**src/rtl/utx_pkg.sv**
```systemverilog
package utx_pkg;

  typedef enum logic [1:0] {
    ST_IDLE  = 2'd0,
    ST_START = 2'd1,
    ST_DATA  = 2'd2,
    ST_STOP  = 2'd3
  } utxState_e;

  // strobes from control to datapath, at most one per cycle
  typedef struct packed {
    logic load;   // capture character, drive start bit
    logic shift;  // drive next data bit
    logic stop;   // drive stop bit
  } utxStrobe_t;

endpackage

```
**src/rtl/utx_ctrl.sv**
```systemverilog
module utx_ctrl
  import utx_pkg::*;
#(
  parameter int OVS_RATIO = 16
) (
  input  logic       clk,
  input  logic       rstN,
  input  logic       ovsTick,
  input  logic       globalEn,
  input  logic       txEn,
  input  logic [1:0] wordLenCode,
  input  logic       dataValid,
  output logic       dataReady,
  output logic       busy,
  output utxStrobe_t strobe
);

  localparam int TW = (OVS_RATIO > 1) ? $clog2(OVS_RATIO) : 1;
  localparam logic [TW-1:0] TICK_LAST = TW'(OVS_RATIO - 1);

  utxState_e  state;
  logic [TW-1:0] tickCnt;
  logic [2:0] bitCnt;
  logic [1:0] codeQ;
  logic [2:0] bitLast;
  logic       tickEnd;
  logic       accept;
  logic       lastBit;

  assign bitLast   = 3'd4 + {1'b0, codeQ};
  assign tickEnd   = ovsTick && (tickCnt == TICK_LAST);
  assign dataReady = (state == ST_IDLE) && globalEn && txEn;
  assign accept    = dataReady && dataValid;
  assign lastBit   = (bitCnt == bitLast);
  assign busy      = (state != ST_IDLE);

  always_comb begin
    strobe       = '0;
    strobe.load  = accept;
    strobe.shift = tickEnd && ((state == ST_START) || ((state == ST_DATA) && !lastBit));
    strobe.stop  = tickEnd && (state == ST_DATA) && lastBit;
  end

  always_ff @(posedge clk or negedge rstN) begin
    if (!rstN) begin
      state   <= ST_IDLE;
      tickCnt <= '0;
      bitCnt  <= '0;
      codeQ   <= 2'b11;
    end else if (state == ST_IDLE) begin
      tickCnt <= '0;
      if (accept) begin
        state <= ST_START;
        codeQ <= wordLenCode;
      end
    end else if (ovsTick) begin
      if (tickEnd) begin
        tickCnt <= '0;
        unique case (state)
          ST_START: begin
            state  <= ST_DATA;
            bitCnt <= '0;
          end
          ST_DATA: begin
            if (lastBit) state <= ST_STOP;
            else bitCnt <= bitCnt + 3'd1;
          end
          default: state <= ST_IDLE;
        endcase
      end else begin
        tickCnt <= tickCnt + TW'(1);
      end
    end
  end

  p_strobe_single_r2: assert property (@(posedge clk) disable iff (!rstN)
    $onehot0(strobe));

  p_accept_busy_r5: assert property (@(posedge clk) disable iff (!rstN)
    (dataValid && dataReady) |=> busy);

  p_gated_by_enables_r6: assert property (@(posedge clk) disable iff (!rstN)
    !(globalEn && txEn) |-> !dataReady);

  p_frame_continues_r7: assert property (@(posedge clk) disable iff (!rstN)
    (busy && !ovsTick) |=> busy);

endmodule

```
**src/rtl/utx_datapath.sv**
```systemverilog
module utx_datapath
  import utx_pkg::*;
#(
  parameter int DATA_MAX = 8
) (
  input  logic                clk,
  input  logic                rstN,
  input  utxStrobe_t          strobe,
  input  logic [DATA_MAX-1:0] dataIn,
  output logic                serialOut
);

  logic [DATA_MAX-1:0] shiftQ;
  logic                lineQ;

  always_ff @(posedge clk or negedge rstN) begin
    if (!rstN) begin
      shiftQ <= '0;
      lineQ  <= 1'b1;
    end else if (strobe.load) begin
      shiftQ <= dataIn;
      lineQ  <= 1'b0;
    end else if (strobe.shift) begin
      lineQ  <= shiftQ[0];
      shiftQ <= shiftQ >> 1;
    end else if (strobe.stop) begin
      lineQ  <= 1'b1;
    end
  end

  assign serialOut = lineQ;

  p_start_low_r2: assert property (@(posedge clk) disable iff (!rstN)
    strobe.load |=> !serialOut);

  p_stop_high_r2: assert property (@(posedge clk) disable iff (!rstN)
    strobe.stop |=> serialOut);

endmodule

```
**src/rtl/uart_tx_graceful.sv**
```systemverilog
module uart_tx_graceful
  import utx_pkg::*;
#(
  parameter int OVS_RATIO = 16,
  parameter int DATA_MAX  = 8
) (
  input  logic                clk,
  input  logic                rstN,
  input  logic                ovsTick,
  input  logic                globalEn,
  input  logic                txEn,
  input  logic [1:0]          wordLenCode,
  input  logic [DATA_MAX-1:0] dataIn,
  input  logic                dataValid,
  output logic                dataReady,
  output logic                serialOut,
  output logic                busy
);

  utxStrobe_t strobe;

  utx_ctrl #(.OVS_RATIO(OVS_RATIO)) u_ctrl (
    .clk        (clk),
    .rstN       (rstN),
    .ovsTick    (ovsTick),
    .globalEn   (globalEn),
    .txEn       (txEn),
    .wordLenCode(wordLenCode),
    .dataValid  (dataValid),
    .dataReady  (dataReady),
    .busy       (busy),
    .strobe     (strobe)
  );

  utx_datapath #(.DATA_MAX(DATA_MAX)) u_dp (
    .clk      (clk),
    .rstN     (rstN),
    .strobe   (strobe),
    .dataIn   (dataIn),
    .serialOut(serialOut)
  );

  p_idle_high_r1: assert property (@(posedge clk) disable iff (!rstN)
    !busy |-> serialOut);

  p_ticks_only_r9: assert property (@(posedge clk) disable iff (!rstN)
    (busy && !ovsTick) |=> $stable(serialOut));

  p_ends_on_stop_r8: assert property (@(posedge clk) disable iff (!rstN)
    $fell(busy) |-> serialOut);

endmodule

```
**config.mk**
```make
export PLATFORM = sky130hd
export DESIGN_NAME = uart_tx_graceful
export DESIGN_NICKNAME = d
export VERILOG_FILES = /design/src/rtl/utx_pkg.sv /design/src/rtl/utx_ctrl.sv /design/src/rtl/utx_datapath.sv /design/src/rtl/uart_tx_graceful.sv
export SDC_FILE = /design/constraint.sdc
export NUM_CORES = 1
export LEC_CHECK = 0
export BUFFER_PORTS_ARGS = -buffer_cell sky130_fd_sc_hd__clkbuf_2
export CORE_MARGIN = 2
export CORE_UTILIZATION = 45
export CTS_CLUSTER_DIAMETER = 200
export DETAILED_ROUTE_END_ITERATION = 6
export GPL_TIMING_DRIVEN = 0
export HOLD_SLACK_MARGIN = 0.02
export PLACE_DENSITY = 0.69
export SKIP_CTS_REPAIR_TIMING = 1
export SYNTH_ARGS = -nofsm -noshare
export SYNTH_HDL_FRONTEND = slang
export SYNTH_HIERARCHICAL = 1
export SYNTH_SLANG_ARGS = --single-unit
```
**constraint.sdc**
```tcl
create_clock -name clk -period 1.45 [get_ports clk]
set_input_delay 0.145 -clock clk [delete_from_list [all_inputs] [get_ports clk]]
set_output_delay 0.145 -clock clk [all_outputs]
set_load 0.01 [all_outputs]
```
==> key figures <==
Clocking
  – CTS tree: yes
  – CTS Sinks: 20
  – Clock transition at path regs: 0.12 ns
  – Clk_lat worst skew: slightly above 0.3 ns
  – Total CTS buffers: 3
  – Clock tree buffer depth: 2
  – H-tree Lvls: 1
  – Root Driver: clkbuf_4

Route
  – Top Metal Used: met4
  – WL per Instance: about 13 um
  – Total Routed Length: about 2.2 mm
  – DRT Pass-1 Iters: 4
  – DR vias/cell: approximately 5.1
  – Residual DRC: 0
  – Routed met2 length: 1.12 mm
  – Detail Route met3 WL: slightly above 90 um
  – Via count: 897
  – Met1 wire length: 977 um
  – DRT antenna net count: 0
  – DR iter-0 viols: 16

Placement
  – HPWL after detailed placement: around 1.4 mm
  – Port Buf Inserts: 17
  – Routability cong.: 0.733
  – Dpl cell area: between 1000 and 1500 um^2

Power and ir drop
  – Sequential Power Share: 41.8%
  – Pwr dens: between 1000 and 1500 nW/um^2
  – Tot Pwr: ~2100 uW
  – Sw Share: between 30% and 40%
  – Internal power: 1400 uW
  – Worst IR drop on VDD: between 0.9 and 1 mV
  – Clk pwr share: a little over an eighth
  – Leakage power: ~0.00067 uW
  – Gate power share: ~45%
  – Sw power: slightly below 700 uW

Critical path
  – Critical path endpoint category: flop
  – Critical path startpoint category: flop
  – Required time of the critical path: around 1.6 ns
  – Launching point of the worst reg2reg path: u_ctrl/codeQ[0]$_DFFE_PN1P_
  – CP Max Fanout: 6
  – Worst Setup SP: u_ctrl/codeQ[0]$_DFFE_PN1P_
  – Arrival @ worst endpoint: approximately 1.8 ns
  – Setup CP Type: reg -> reg

STA
  – Maximum clock rate: roughly 0.63 GHz
  – Final Max Slew Viols: 0
  – Hold Slack: about 0.017 ns
  – Post-route minimum period: ~1.6 ns
  – Tightest Pin Transition: 0.495 ns
  – RSZ-0062 raised after global routing: yes
  – Crit share post-route: 110%
  – # setup viols final: 12
  – Max_slew headroom: between 60% and 70%
  – Final hold vios: 0
  – Post-layout worst setup margin: -0.139 ns
  – Clock skew: between 0.01 and 0.015 ns

Hold path
  – HP Start: wordLenCode[1]
  – Worst hold path class: in -> reg

Yosys
  – Post-synth EDFFs: 0
  – Yosys reg bits: 20
  – Asr flop ratio synth: 100%
  – Syn nets: 127
  – Post-Syn Area: 1070 um^2
  – Post-synthesis sequential area ratio: 47.0%
  – Synth Flop Type: dfrtp_1
  – Syn Area/Cell: approximately 10 um^2
  – Ys Warns: 6
  – Syn Inst Count: around 110
  – Netlist cell types: 32

Status
  – Failing checks: setup timing
  – Status: finished with violations

Layout
  – Layout cell share with drive strength beyond 1: a little over two fifths
  – Nets: around 170
  – Final instance area: between 1000 and 1500 um^2
  – Area Overhead vs Synth: 33.7%
  – ANT cells: 0

GRT
  – Initial antenna violation count: 0
  – Vias in the first global route: 770
  – Total global-route track usage: between 10% and 20%
  – GRT Residual Overflow: 0
  – Pin count of the biggest net entering global routing: 21
  – First-pass GRT wire length: roughly 3.4 mm

Floorplanning
  – IO Count: 19
  – Starting Density: between 40% and 50%
  – Height of the die: 52.8 um
  – Die X: around 53 um
  – Core ar.: between 2000 and 2500 um^2
  – Core Rows: 17
  – Die Area: ~2800 um^2

Job
  – Max-Cap Viols: 0
==> per-layer routing <==
metal  vias to the layer above  track usage, %
met5                         -               0
li1                        453               -
met3                         5            6.00
met2                        18            27.7
met4                         0            5.13
met1                       421            21.2
==> cells in the final DEF, fill, tap and decap left out, types with 4 or more instances in the layout <==
master    synthesis  routed
o21ai_1           7       7
a21oi_1           5       4
inv_2             0       4
mux2i_1           8       8
nor2_1            6       5
clkbuf_2          0      15
dfrtp_1          17      17
buf_6             3       5
nand2_1          16      16
buf_4             1      17
nor3_1            4       4
==> logic make-up (layout without fill, tap and decap cells) <==
family / after synthesis / in the layout / share of synthesized area, %
buffers and inverters: 10 / 51 / 5.94
muxes: 9 / 9 / 8.51
and+or+nand+nor: 36 / 36 / 16.4
DFF: 20 / 20 / 47.0
AOI/OAI and AO/OA: 21 / 21 / 12.2
xor gates and xnor gates: 5 / 5 / 4.08
adders and majority gates: 5 / 5 / 5.83
==> synth_stat cells, types with 2 or more instances <==
library cell  instances  area [um^2]
dfrtp_1              17          425
nand2_1              16         60.1
mux2i_1               8         80.1
o21ai_1               7         35.0
nor2_1                6         22.5
a21oi_1               5         25.0
ha_1                  5         62.6
inv_1                 5         18.8
nor3_1                4         20.0
buf_6                 3         33.8
dfstp_2               3         78.8
nand4_1               3         18.8
xnor2_1               3         26.3
o21ai_0               2         10.0
xor2_1                2         17.5
==> power by group through the flow <==
stage / registers, uW / clock network, uW / logic (uW)
after floorplan: 851 / 0 / 469
after global placement: 871 / 0 / 574
after detailed placement: 879 / 0 / 601
after CTS: 868 / 295 / 607
after global routing: 899 / 318 / 1050
final: 875 / 279 / 940
==> sequential cells by signal, indices dropped and copies added, names as in the netlist <==
signal	flops
u_ctrl/bitCnt	3
u_dp/serialOut	1
u_dp/shiftQ	8
u_ctrl/codeQ	2
u_ctrl/tickCnt	4
u_ctrl/state	2
==> critical path, cell delays in order (launching register included) <==
cell	delay, ns
dfstp_2	0.57
xnor2_2	0.11
nand3_2	0.16
a21oi_2	0.19
nor2_2	0.06
buf_4	0.16
mux2i_1	0.15
o21ai_1	0.07
==> final timing paths <==
kind,end,slack [ns],depth (start not counted)
max,u_dp/shiftQ[5]$_DFFE_PN0P_,-0.14,7
min,u_ctrl/codeQ[1]$_DFFE_PN1P_,0.02,3
max reg2reg,u_dp/shiftQ[5]$_DFFE_PN0P_,-0.14,7
min reg2reg,u_ctrl/codeQ[1]$_DFFE_PN1P_,0.48,2
max in group asynchronous,u_ctrl/codeQ[1]$_DFFE_PN1P_,0.76,2
min in group asynchronous,u_ctrl/state[1]$_DFFE_PN0P_,0.31,2
==> area by class of cell <==
| class | instances | area (um^2) |
|---|---|---|
| timing repair buffer | 37 | 249 |
| inverter | 5 | 18.8 |
| sequential | 20 | 504 |
| multi-input combinational | 76 | 542 |
| fill | 188 | 798 |
| tap | 28 | 35.0 |
| buffer | 5 | 60.1 |
| clock buffer | 4 | 26.3 |
==> through the flow <==
step / util, % / setup slack (ns) / setup TNS, ns / instances
6_report: 64.3 / -0.139 / -1.16 / 175
2_1_floorplan: - / 0.0110 / 0 / 106
4_1_cts: 55.0 / -0.462 / -2.94 / 155
3_3_place_gp: 53.8 / -0.132 / -1.20 / 151
5_1_grt: 64.3 / -0.252 / -2.30 / 175
3_5_place_dp: 53.8 / -0.187 / -1.77 / 151
(Power assumes the default switching activity.)
